==> config.mk <==
export PLATFORM = sky130hd
export DESIGN_NAME = gpio_port_ctl
export DESIGN_NICKNAME = d
export VERILOG_FILES = /design/src/rtl/gpio_port_pkg.sv /design/src/rtl/gpio_port_decode.sv /design/src/rtl/gpio_port_core.sv /design/src/rtl/gpio_port_ctl.sv
export SDC_FILE = /design/constraint.sdc
export NUM_CORES = 1
export LEC_CHECK = 0
export ABC_AREA = 1
export BUFFER_PORTS_ARGS = -buffer_cell sky130_fd_sc_hd__buf_2
export CORE_ASPECT_RATIO = 1.5
export CORE_MARGIN = 2
export CORE_UTILIZATION = 35
export CTS_CLUSTER_SIZE = 28
export DETAILED_ROUTE_END_ITERATION = 10
export PLACE_DENSITY_LB_ADDON = 0.2
export SYNTH_ARGS = -nofsm -noshare
export SYNTH_HDL_FRONTEND = slang
export SYNTH_SLANG_ARGS = --single-unit
==> constraint.sdc <==
create_clock -name clk -period 1.5 [get_ports clk]
set_input_delay 0.225 -clock clk [delete_from_list [all_inputs] [get_ports clk]]
set_output_delay 0.225 -clock clk [all_outputs]
set_load 0.05 [all_outputs]
==> src/rtl/gpio_port_pkg.sv <==
package gpio_port_pkg;
  localparam int PIN_COUNT    = 16;
  localparam int FIELD_W      = 4;
  localparam int BUS_W        = 32;
  localparam int ADDR_W       = 3;
  localparam int PINS_PER_CFG = BUS_W / FIELD_W;
  localparam int CFG_BITS     = PIN_COUNT * FIELD_W;

  localparam logic [ADDR_W-1:0] ADDR_CFG_LO = 3'd0;
  localparam logic [ADDR_W-1:0] ADDR_CFG_HI = 3'd1;
  localparam logic [ADDR_W-1:0] ADDR_IN     = 3'd2;
  localparam logic [ADDR_W-1:0] ADDR_OUT    = 3'd3;
  localparam logic [ADDR_W-1:0] ADDR_SETCLR = 3'd4;

  localparam logic [FIELD_W-1:0] CFG_RESET = 4'b0100;

  typedef enum logic [2:0] {
    RD_NONE,
    RD_CFG_LO,
    RD_CFG_HI,
    RD_IN,
    RD_OUT
  } rdSel_e;

  typedef struct packed {
    logic   wrCfgLo;
    logic   wrCfgHi;
    logic   wrOut;
    logic   wrSetClr;
    rdSel_e rdSel;
  } portStrobe_t;
endpackage

==> src/rtl/gpio_port_decode.sv <==
module gpio_port_decode
  import gpio_port_pkg::*;
(
  input  logic              wrEn,
  input  logic [ADDR_W-1:0] addr,
  output portStrobe_t       strobe
);
  always_comb begin
    strobe = '{wrCfgLo: 1'b0, wrCfgHi: 1'b0, wrOut: 1'b0, wrSetClr: 1'b0, rdSel: RD_NONE};
    case (addr)
      ADDR_CFG_LO: begin strobe.wrCfgLo  = wrEn; strobe.rdSel = RD_CFG_LO; end
      ADDR_CFG_HI: begin strobe.wrCfgHi  = wrEn; strobe.rdSel = RD_CFG_HI; end
      ADDR_IN:     begin strobe.rdSel    = RD_IN; end
      ADDR_OUT:    begin strobe.wrOut    = wrEn; strobe.rdSel = RD_OUT; end
      ADDR_SETCLR: begin strobe.wrSetClr = wrEn; end
      default:     ;
    endcase
  end
endmodule

==> src/rtl/gpio_port_core.sv <==
module gpio_port_core
  import gpio_port_pkg::*;
(
  input  logic                 clk,
  input  logic                 portRst,
  input  portStrobe_t          strobe,
  input  logic [BUS_W-1:0]     wrData,
  input  logic [PIN_COUNT-1:0] padIn,
  input  logic [PIN_COUNT-1:0] altIn,
  output logic [BUS_W-1:0]     rdData,
  output logic [PIN_COUNT-1:0] padOut,
  output logic [PIN_COUNT-1:0] padOe,
  output logic [PIN_COUNT-1:0] pullUp,
  output logic [PIN_COUNT-1:0] pullDown
);
  localparam logic [BUS_W-1:0] CFG_RESET_WORD = {PINS_PER_CFG{CFG_RESET}};

  logic [BUS_W-1:0]     cfgLo, cfgHi;
  logic [CFG_BITS-1:0]  cfgAll;
  logic [PIN_COUNT-1:0] outLatch, latchNext;
  logic [PIN_COUNT-1:0] setMask, clrMask;
  logic [PIN_COUNT-1:0] syncA, syncB, inData;

  assign cfgAll  = {cfgHi, cfgLo};
  assign setMask = wrData[PIN_COUNT-1:0];
  assign clrMask = wrData[2*PIN_COUNT-1:PIN_COUNT];

  // configuration registers
  always_ff @(posedge clk) begin
    if (portRst) begin
      cfgLo <= CFG_RESET_WORD;
      cfgHi <= CFG_RESET_WORD;
    end else begin
      if (strobe.wrCfgLo) cfgLo <= wrData;
      if (strobe.wrCfgHi) cfgHi <= wrData;
    end
  end

  // output latch: set wins over clear
  always_comb begin
    latchNext = outLatch;
    if (strobe.wrOut)    latchNext = wrData[PIN_COUNT-1:0];
    if (strobe.wrSetClr) latchNext = (outLatch & ~clrMask) | setMask;
  end

  always_ff @(posedge clk) begin
    if (portRst) outLatch <= '0;
    else         outLatch <= latchNext;
  end

  // two-flop pad synchroniser
  always_ff @(posedge clk) begin
    syncA <= padIn;
    syncB <= syncA;
  end

  // per-pin pad control
  for (genvar p = 0; p < PIN_COUNT; p++) begin : g_pin
    logic [1:0] mode, cnf;
    logic isOut, isOd, pullSel, src;
    assign mode    = cfgAll[p*FIELD_W +: 2];
    assign cnf     = cfgAll[p*FIELD_W+2 +: 2];
    assign isOut   = |mode;
    assign isOd    = cnf[0];
    assign src     = cnf[1] ? altIn[p] : outLatch[p];
    assign pullSel = !isOut && (cnf == 2'b10);
    assign padOe[p]    = isOut & ~(isOd & src);
    assign padOut[p]   = isOut & ~isOd & src;
    assign pullUp[p]   = pullSel & outLatch[p];
    assign pullDown[p] = pullSel & ~outLatch[p];
    assign inData[p]   = (|{cnf, mode}) & syncB[p];
  end

  // read mux
  always_comb begin
    case (strobe.rdSel)
      RD_CFG_LO: rdData = cfgLo;
      RD_CFG_HI: rdData = cfgHi;
      RD_IN:     rdData = {{(BUS_W-PIN_COUNT){1'b0}}, inData};
      RD_OUT:    rdData = {{(BUS_W-PIN_COUNT){1'b0}}, outLatch};
      default:   rdData = '0;
    endcase
  end

  AST_SET_WINS: assert property (@(posedge clk) disable iff (portRst)
    strobe.wrSetClr |=> ((outLatch & $past(setMask)) == $past(setMask)));
  AST_CLR_APPLIES: assert property (@(posedge clk) disable iff (portRst)
    strobe.wrSetClr |=> ((outLatch & $past(clrMask & ~setMask)) == '0));
  AST_LATCH_HOLDS: assert property (@(posedge clk) disable iff (portRst)
    (!strobe.wrSetClr && !strobe.wrOut) |=> $stable(outLatch));
  AST_RESET_STATE: assert property (@(posedge clk) disable iff (portRst)
    $fell(portRst) |-> (cfgLo == CFG_RESET_WORD && cfgHi == CFG_RESET_WORD && outLatch == '0));
  AST_SYNC_DELAY: assert property (@(posedge clk) disable iff (portRst)
    syncB == $past(padIn, 2));
  AST_PULL_EXCL: assert property (@(posedge clk) disable iff (portRst)
    (pullUp & pullDown) == '0);
  AST_PULL_NO_DRIVE: assert property (@(posedge clk) disable iff (portRst)
    ((pullUp | pullDown) & padOe) == '0);
  AST_DRIVE_NEEDS_OE: assert property (@(posedge clk) disable iff (portRst)
    (padOut & ~padOe) == '0);
endmodule

==> src/rtl/gpio_port_ctl.sv <==
module gpio_port_ctl
  import gpio_port_pkg::*;
(
  input  logic                 clk,
  input  logic                 portRst,
  input  logic                 wrEn,
  input  logic [ADDR_W-1:0]    addr,
  input  logic [BUS_W-1:0]     wrData,
  output logic [BUS_W-1:0]     rdData,
  input  logic [PIN_COUNT-1:0] padIn,
  input  logic [PIN_COUNT-1:0] altIn,
  output logic [PIN_COUNT-1:0] padOut,
  output logic [PIN_COUNT-1:0] padOe,
  output logic [PIN_COUNT-1:0] pullUp,
  output logic [PIN_COUNT-1:0] pullDown
);
  portStrobe_t strobe;

  gpio_port_decode u_decode (
    .wrEn   (wrEn),
    .addr   (addr),
    .strobe (strobe)
  );

  gpio_port_core u_core (
    .clk      (clk),
    .portRst  (portRst),
    .strobe   (strobe),
    .wrData   (wrData),
    .padIn    (padIn),
    .altIn    (altIn),
    .rdData   (rdData),
    .padOut   (padOut),
    .padOe    (padOe),
    .pullUp   (pullUp),
    .pullDown (pullDown)
  );
endmodule

; Word-level counts from Yosys, hierarchy flattened
; Index checks and enable logic that the tools add are counted.
[totals]
register_bits = 112
input_bits = 70
output_inout_bits = 96
elab_cells = 282
[classes]
eq_ne = 24
n_mux = 24
bitwise_logic = 163
n_reduce_logical = 66
[op_table]
columns = op, count
row1 = one-hot mux 32 bit (4 select lines), 1
row2 = AND 1 bit, 112
row3 = OR reduction 4 bit, 16
row4 = NOT 1 bit, 48
row5 = equality test 2 bit (second input constant), 16
row6 = two-way mux 16 bit, 2
row7 = OR reduction 2 bit, 16
row8 = two-way mux 1 bit, 20
row9 = AND 16 bit, 1
row10 = logical AND 1 bit, 16
row11 = logical NOT 1 bit, 16
row12 = NOT 16 bit, 1
row13 = OR 16 bit, 1
row14 = equality test 3 x 2 -> 1 bit (second input constant), 4
row15 = one-hot mux 3 bit (4 select lines), 1
row16 = equality test 3 x 1 -> 1 bit (second input constant), 2
row17 = equality test 3 bit (second input constant), 2
row18 = logical NOT 3 bit, 1
row19 = nonzero test 2 bit, 1

; Longest topological paths before layout
; Gate-level depths: netlist of run 1.
[depth]
ltp_word = 4
mapped_depth = 8
depth_no_buf = 7

; Modules after synthesis
; A second synthesis of run 1 with hierarchy kept.
[unflattened]
cells_unflattened = 727
area_unflattened_um2 = 5104.9
[modules_own_cells]
columns = module, n_inst, cells_per_inst, area_each_um2, seq_area_each_um2
row1 = gpio_port_core, 1, 710, 5034.8, 2242.2
row2 = gpio_port_decode, 1, 17, 70.1, 0.0

; Worst setup path after synthesis of run 1
; No wires, ideal clock.
[synth_timing]
path_type = input -> output
start = input port addr[1]
end = output port rdData[28]
t_arrival_ps = 1818
required_ps = 1275
slack_ps = -543
stages = 4
n_path_buf = 1
path_cell_list = nor2_4 -> nand2_4 -> clkbuf_1 -> o21ai_0
[synth_between]
elab_chain_cells = 4
word_cells_on_any_way = 10
cone_classes = eq/ne (7) / mux (2) / reduce/logical (1)
[synth_lines]
columns = item, line
row1 = start: declaration, gpio_port_ctl.sv:7  ; input logic [ADDR_W-1:0] addr,
row2 = equality test 3 x 2 -> 1 bit (tied with other cells), gpio_port_decode.sv:10  ; case (addr)
row3 = one-hot mux 3 bit (4 select lines) (*), gpio_port_decode.sv:10
row4 = equality test 3 bit (tied with other cells), gpio_port_core.sv:76  ; case (strobe.rdSel)
row5 = one-hot mux 32 bit (4 select lines) (*), gpio_port_core.sv:76
row6 = end: declaration, gpio_port_ctl.sv:9  ; output logic [BUS_W-1:0] rdData,
; Every way passes the cells marked *; elsewhere a longest branch is shown, timed or not.

; Worst setup path after layout of run 1
[layout_timing]
start = register u_core.cfgLo[13]
end = output port rdData[3]
[layout_between]
elab_chain_cells = 3
[layout_lines]
columns = item, line
row1 = start: declaration, gpio_port_core.sv:18  ; logic [BUS_W-1:0] cfgLo, cfgHi;
row2 = start signal: assignment, gpio_port_core.sv:34  ; if (strobe.wrCfgLo) cfgLo <= wrData;
row3 = OR reduction 4 bit, gpio_port_core.sv:71  ; assign inData[p] = (|{cnf, mode}) & syncB[p];
row4 = AND 1 bit, gpio_port_core.sv:71
row5 = one-hot mux 32 bit (4 select lines), gpio_port_core.sv:76
; No other way between the ends.

==> results of run 1 <==
-- placed cells by master, fill, tap and decap left out, types with 28 or more instances in the layout --
cell type	count
sky130_fd_sc_hd__nor2_2	29
sky130_fd_sc_hd__buf_2	67
sky130_fd_sc_hd__nor2_4	28
sky130_fd_sc_hd__inv_1	35
sky130_fd_sc_hd__nor2_1	42
sky130_fd_sc_hd__a21oi_1	56
sky130_fd_sc_hd__dfxtp_1	39
sky130_fd_sc_hd__nand3_2	36
sky130_fd_sc_hd__dfxtp_2	54
sky130_fd_sc_hd__o21ai_0	47
sky130_fd_sc_hd__inv_2	29
sky130_fd_sc_hd__buf_4	96
sky130_fd_sc_hd__nand2_1	108
sky130_fd_sc_hd__buf_6	84
-- sequential cells by signal, summed over array words and instances (netlist names) --
name             flops
u_core.syncB        16
u_core.syncA        16
u_core.outLatch     16
u_core.cfgLo        32
u_core.cfgHi        32
-- how the worst max path moves through the flow --
stage | from | to | slack [ns]
floorplan | addr[1] | rdData[10] | -0.31
global placement | addr[0] | rdData[15] | -0.11
detailed placement | addr[2] | rdData[0] | -0.15
CTS | u_core.cfgLo[25] | rdData[6] | -0.09
global route | u_core.cfgLo[24] | rdData[6] | -0.13
finish | u_core.cfgLo[13] | rdData[3] | -0.07
-- metrics by stage --
| step | setup slack, ns | hold slack (ns) | power (uW) |
|---|---|---|---|
| 2_1_floorplan | -0.3138 | 0.2527 | 3851 |
| 3_3_place_gp | -0.1118 | 0.3103 | 4278 |
| 3_5_place_dp | -0.1509 | 0.3121 | 4283 |
| 4_1_cts | -0.08851 | 0.008114 | 6845 |
| 5_1_grt | -0.1254 | 0.01333 | 7202 |
| 6_report | -0.07016 | 0.02734 | 6964 |
-- final cells by class --
class	count	area, sq um
Antenna cell	1	2.502
Clock buffer	12	246.5
Clock inverter	4	28.78
Fill cell	1159	4907
Inverter	87	391.6
Multi-Input combinational cell	476	3374
Sequential cell	112	2381
Tap cell	192	240.2
Timing Repair Buffer	278	2420
-- critical path, stage by stage, from the launching register on --
cell,delay [ns]
sky130_fd_sc_hd__dfxtp_2,0.34
sky130_fd_sc_hd__nor2_4,0.15
sky130_fd_sc_hd__nand3_2,0.13
sky130_fd_sc_hd__nand3_2,0.09
sky130_fd_sc_hd__o2111ai_2,0.11
sky130_fd_sc_hd__buf_6,0.18
-- per-layer routing --
layer | vias up | track usage (%) | part of all wire (%)
met2 | 184 | 44.50 | 54
met4 | 0 | 12.03 | 3.6
li1 | 2881 | - | -
met1 | 2863 | 28.36 | 39
met5 | - | 0 | 0
met3 | 40 | 4.085 | 4.2
-- cell families (layout without fill, tap and decap cells) --
family | count (synthesis) | after routing | share of synthesized area [%]
flip-flops | 112 | 112 | 44.95
AND/OR/NAND/NOR | 308 | 308 | 26.26
AO/OA/AOI/OAI | 168 | 168 | 19.06
other | 0 | 1 | 0
buffers and inverters | 121 | 381 | 9.731
-- power by group through the flow --
stage | registers [uW] | clock network [uW] | logic (uW)
final | 3200 | 2300 | 1470
after global placement | 3240 | 0 | 1040
after global routing | 3210 | 2440 | 1560
after CTS | 3200 | 2320 | 1320
after detailed placement | 3240 | 0 | 1050
after floorplan | 3210 | 0 | 640
-- timing repair --
item | 4_1_cts | 5_1_grt
hold buffers | 14 | 1
setup buffers | 22 | 18
gates resized for setup | 403 | 197
endpoints found under the hold margin | 14 | 1
gates cloned | 0 | 0
setup endpoints to repair | 94 | 91
pin swaps | 59 | 57
==> flow_results.org, run 1 <==
** Run
- Maximum capacitance violations :: 0

** Final layout
- The final layout contains about 1.0k nets.
- Relative area change from synthesis to final layout :: 82.12%
- Of the cells placed in the final design, the portion with a size suffix greater than 1 is 59.65%.
- At the end of the flow the core is filled with cells to between 60% and 70%.
- After the flow finishes, the layout carries non-filler instances totaling ~1.2k.
- With fillers left out, the area of the finished cells amounts to between 9000 and 10000 sq um.

** Place
- Routability-driven placement finished with a final weighted congestion of ~0.85.
- Cell count after placement :: 1090
- The count of buffers added on input and output ports is approximately 170.
- Detail Placement HPWL :: 13490 microns
- Once placement finished, the instance area stood at 6570 sq um.

** Clock network
- The H-tree was split into 3 levels.
- Clock Sink Count :: approximately 110
- The number of clock buffers added by TritonCTS is 9.
- Clock root cell :: sky130_fd_sc_hd__clkbuf_16
- The later pin in the worst-skew pair is clocked with a latency of 0.35 ns.
- In this run the deepest clock path goes through 2 buffers.
- TritonCTS built the clock tree.
- Clock-pin slew was measured on the worst setup and hold paths at roughly 0.070 ns.

** GRT
- GRT Total Usage :: 24.91%
- Pin count of the biggest net entering global routing :: 40
- The first global-routing pass estimated slightly below 30000 microns of wire.
- The initial antenna violation count is 1.
- Gr ovfl total :: 0
- The number of global-route vias before repair is 5783.

** Timing
- The final number of hold-violating endpoints came to 0.
- Accumulated negative setup slack :: -1.116 ns
- Fin crit period :: between 1.5 and 2 ns
- Post-route setup slack :: -0.07016 ns
- Based on the critical path, the design can be clocked at up to approximately 640 MHz.
- Slew @ Worst Pin :: just over 0.4 ns
- In the finished design, the share of the clock period the worst path needs comes to 104.7%.
- Pins Over Slew Limit :: 0
- Between clock sinks in the finished design, the worst skew comes to roughly 0.0027 ns.
- Setup violations remaining at the end of the flow were counted as 36.
- Rel. slew slack :: between 70 and 80%
- Setup repair after global routing missed its margin :: yes

** Hold path
- Along the worst hold path, the cell count comes to 1.
- The worst hold path terminates at u_core.syncA[12].
- In this run the most critical hold path is launched from padIn[12].
- The worst hold path belongs to the class primary input to register.

** Synthesis
- When the netlist entered floorplanning its net count stood at ~780.
- List of most frequent post-synthesis cells :: sky130_fd_sc_hd__nand2_1, sky130_fd_sc_hd__dfxtp_1, sky130_fd_sc_hd__nor2_1, sky130_fd_sc_hd__inv_1, sky130_fd_sc_hd__o21ai_0
- After synthesis, the cell types taking the most area are sky130_fd_sc_hd__dfxtp_1, sky130_fd_sc_hd__nand2_1, sky130_fd_sc_hd__nor2_1.
- Most used flip-flop cell after synthesis :: sky130_fd_sc_hd__dfxtp_1
- Top-area cell type share of the netlist area :: 44.95%
- Count of synthesis-stage warnings from yosys :: 0
- Post-synthesis sequential area ratio :: between 40% and 50%
- By instance count, the leading cell after synthesis is sky130_fd_sc_hd__nand2_1.
- Average size of a mapped cell :: around 7 sq um
- After synthesis the cells add up to about 5000 sq um.
- In this run, synthesis inferred 0 flip-flops with an integrated enable.
- FFs w/ async S/R, synth :: 0%
- Synthesis handed over a netlist of just over 700 instances.
- Area leader, netlist :: sky130_fd_sc_hd__dfxtp_1
- Yosys reg bits :: around 110
- Count of cell types in the netlist :: 26

** Setup path
- Data on the critical path is required at its endpoint by 1.27 ns.
- Data arrival time of the worst path :: around 1.4 ns
- Category of the most critical setup path :: register to primary output
- STA classifies the critical path startpoint as a register.
- The startpoint identified for the worst register-to-register timing path is u_core.outLatch[7].
- Internal reg-to-reg setup slack :: just under 0.6 ns
- Endpoint of the worst register-to-register path :: u_core.outLatch[7]
- Peak fanout along the critical path :: 3
- Path depth of the worst reg2reg path :: 4
- Kind of capture point of the worst setup path :: primary output

** Floorplanning
- IO Count :: ~170
- The region available for standard cell placement spans 13990 sq um.
- Overall die area :: about 15000 sq um
- Die X-Extent :: between 100 and 150 microns
- Chip height :: 150.2 microns
- Once the floorplan was initialized, standard cells occupied between 30 and 40% of the core.
- Row generation in the floorplan step produced between 50 and 60 rows.

** Drt
- Remaining antenna violation count after routing :: 0
- After the first detailed-routing iteration, the DRC count stood at 201.
- Routed vias :: slightly below 6k
- After detailed routing, the number of remaining DRC violations is 0.
- Avg Vias per Cell :: 5.136
- WL final :: around 20000 microns
- Wire per inst :: 17.15 microns
- The first detailed-routing pass took 5 iterations.

** Pwr
- Of the total power, combinational logic draws a little over a fifth.
- Static leakage power :: roughly 0.0038 uW
- Max IR drop VDD :: approximately 0.00062 V
- The analysis attributes to net switching a power of about 2100 uW.
- Share of power burned in the clock network :: 33.0%
- Fraction of power consumed by sequential logic :: a little under half
- In this run the power density over the cells is around 770 nW/um^2.
- Switching part of the total :: a little under a third
- Cell-internal power :: between 4000 and 5000 uW

** Status
- Violations in the final reports :: setup timing
- The run finished, with violations left.
No activity file was read; power rests on OpenSTA's default activity.
==> run 2, diff against run 1 <==
--- a/config.mk
+++ b/config.mk
@@ -16,3 +16,4 @@
 export SYNTH_ARGS = -nofsm -noshare
 export SYNTH_HDL_FRONTEND = slang
 export SYNTH_SLANG_ARGS = --single-unit
+export TNS_END_PERCENT = 10
==> flow_results.org, run 2 (synthesized netlist as in run 1, its figures left out) <==
** Status
- The run finished, with violations left.
- Violations in the final reports :: setup timing

** Pwr
- Switch Pwr :: 2017 uW
- Part of the power in combinational logic :: around a fifth
- Cell-internal power :: 4714 uW
- Switching part of the total :: 29.96%
- Static leakage power :: around 0.0035 uW
- Share of power burned in the clock network :: 33.6%
- For this design the ratio of total power to cell area is about 830 nW/um^2.
- Max IR drop VDD :: between 0.0005 and 0.0006 V
- Registers are responsible for between 40% and 50% of the overall power.

** Drt
- After detailed routing, the number of vias per cell comes to just over 5.
- # DRC :: 0
- The final route contains 5704 vias.
- Iteration count of the initial detailed-routing pass :: 5
- The detail route stage leaves a number of antenna-violating nets equal to 0.
- Dividing the detail-routed wire length by the instance count gives between 15 and 20 microns.
- WL final :: ~19000 microns
- DRT iter0 DRCs :: around 300

** Place
- Detail Placement HPWL :: roughly 14000 microns
- The congestion estimate from routability-driven global placement came to 0.8802.
- Once placement completed, the tool counted placed cells totaling roughly 1.1k.
- During placement, the flow inserted port buffers numbering between 150 and 200.

** Setup path
- Of all nets on the critical path, the largest fanout is 4.
- Cell-by-cell listing of the critical path :: nor2_4 > buf_6 > nand3_2 > nand3_2 > o2111ai_2 > buf_6
- Data arrival time of the worst path :: 1.41 ns
- Kind of capture point of the worst setup path :: primary output
- Crit path required time :: ~1.3 ns
- On the worst path, the slowest cell contributes a delay of approximately 0.36 ns.
- Slowest-stage cell, CP :: sky130_fd_sc_hd__dfxtp_4
- Startpoint class of the critical path :: register
- The number of buffers and inverters on the critical path is 2.
- The setup path with the least slack is of type register to primary output.
- Category of cells accounting for the largest share of critical-path delay :: flip-flops

** Final layout
- Leaving out fill and tap cells, the most frequent cells in the layout are sky130_fd_sc_hd__nand2_1, sky130_fd_sc_hd__buf_4, sky130_fd_sc_hd__buf_6, sky130_fd_sc_hd__buf_2, sky130_fd_sc_hd__nor2_1.
- The number of antenna diodes in the final layout is 0.
- Multi-input gate area :: between 2000 and 3000 sq um
- Fill cell count :: 1314
- Commonest non-fill, non-tap cell in the layout :: sky130_fd_sc_hd__nand2_1
- The largest registers in the layout are u_core.cfgHi (32), u_core.cfgLo (32).
- Leaving out filler cells and counting taps, the final layout contains 1128.
- In the final layout, the share of cells above drive strength 1 is about 47%.
- Sequential cell area :: 2327 sq um
- For this run, the post-layout net count is about 1k.
- Relative to the synthesized area, the layout overhead comes to 62.53%.

** Timing
- The final number of hold-violating endpoints came to 0.
- Slew @ Worst Pin :: between 0.4 and 0.5 ns
- Fmax :: between 600 and 700 MHz
- Of the available clock period, the critical path in the final layout requires 109.1%.
- Post-route setup slack :: -0.1372 ns
- Setup total negative slack on the finished layout was measured at -1.675 ns.
- Pins Over Slew Limit :: 0
- Setup Viol. Count Final :: between 40 and 50
- Layout Skew :: between 0.006 and 0.007 ns
- Hold timing on the final database bottoms out at a slack of 0.01581 ns.
- Setup repair after global routing missed its margin :: yes
- The worst pin sits at a relative slew slack of 68.67%.
- Fin crit period :: approximately 1.6 ns

** GRT
- Gr ovfl total :: 0
- Entering global routing, the biggest net connects 33 pins.
- First-pass GRT wire length :: 27600 microns
- The number of global-route vias before repair was roughly 5.5k.
- GRT Total Usage :: between 20% and 30%
- Number of antenna violations at the first check in global routing :: 1

** Hold path
- Worst min-delay path class :: primary input to register

** Floorplanning
- Overall die area :: ~15000 sq um
- The die is slightly above 100 microns wide.
- Standard-cell rows :: 53
- After floorplanning, the core was sized to cover between 10000 and 15000 sq um.
- From bottom edge to top edge, the die measures about 150 microns.
- Initial core utilization :: between 30% and 40%
- IO Count :: approximately 170

** Clock network
- TritonCTS clock tree :: built
- Level count of the clock H-tree :: 3
- In this run, CTS created clock tree buffers numbering 9.
- The clock passes through at most 2 buffers.
- At the later pin of the worst-skew pair, clock insertion delay measures between 0.3 and 0.4 ns.
- Register clock-pin slew on the reported worst setup and hold paths :: 0.08 ns
- Clock Sink Count :: around 110
- The cell sitting at the root of the clock tree is a sky130_fd_sc_hd__clkbuf_16.

** Run
- Maximum capacitance violations :: 0
==> run 2: changes by cell type in the layout (fill, tap and decap cells not counted), moves of 12 or more <==
| cell | before | now |
|---|---|---|
| sky130_fd_sc_hd__buf_4 | 96 | 78 |
| sky130_fd_sc_hd__dfxtp_1 | 39 | 60 |
| sky130_fd_sc_hd__inv_1 | 35 | 56 |
| sky130_fd_sc_hd__inv_4 | 18 | 6 |
| sky130_fd_sc_hd__nand2_1 | 108 | 121 |
| sky130_fd_sc_hd__nand3_1 | 4 | 17 |
| sky130_fd_sc_hd__nor2_1 | 42 | 62 |
| sky130_fd_sc_hd__nor2_2 | 29 | 17 |
==> run 2: path summary, 6_finish.rpt <==
kind                                      start          endpoint  slack (ns)  cells after the start
worst max-delay path            u_core.cfgHi[5]         rdData[9]       -0.14                      6
worst min-delay path                  padIn[12]  u_core.syncA[12]        0.02                      1
worst max register to register  u_core.cfgHi[5]   u_core.cfgHi[5]        0.68                      3
worst min register to register  u_core.syncA[9]   u_core.syncB[9]        0.33                      0
==> run 2: what timing repair did <==
item / 4_1_cts / 5_1_grt
hold buffers: 14 / 0
buffers inserted: 10 / 3
gates resized for setup: 276 / 132
endpoints found under the setup margin: 96 / 95
gates cloned: 0 / 0
hold endpoints to repair: 14 / 0
pin swaps: 24 / 14
==> run 2: layout make-up <==
type | count | share of cell area [%]
multi-input combinational | 476 | 34.94
sequential | 112 | 28.70
timing repair buffer | 245 | 25.79
inverter | 87 | 4.213
tap | 192 | 2.963
clock buffer | 10 | 2.824
clock inverter | 6 | 0.5710
==> run 2: worst reg2reg max path, stage by stage, from the launching register on <==
cell	delay, ns
sky130_fd_sc_hd__dfxtp_4	0.36
sky130_fd_sc_hd__buf_4	0.14
sky130_fd_sc_hd__o21ai_0	0.17
sky130_fd_sc_hd__nor2_1	0.05
==> run 2: metrics by stage <==
stage / setup slack [ns] / area [sq um] / utilization (%) / total power [uW]
CTS: -0.1028 / 7660 / 54.74 / 6655
floorplan: -0.3152 / 5005 / - / 3826
detailed placement: -0.1049 / 6419 / 45.87 / 4257
global route: -0.1696 / 8108 / 57.95 / 6959
global placement: -0.1072 / 6419 / 45.87 / 4252
finish: -0.1372 / 8108 / 57.95 / 6731
==> run 2: routing by layer <==
layer  wire length [microns]  track usage, %  up-vias
met3                     778           3.110       29
met1                    7569           27.81     2689
met4                     462           9.392        0
met5                       0               0        -
li1                        -               -     2809
met2                    9922           42.38      177
==> run 2: power by group through the flow <==
stage / sequential [uW] / clock, uW / combinational, uW
after floorplan: 3210 / 0 / 617
after global placement: 3230 / 0 / 1030
after detailed placement: 3230 / 0 / 1030
after CTS: 3180 / 2280 / 1200
after global routing: 3200 / 2390 / 1370
final: 3190 / 2260 / 1280
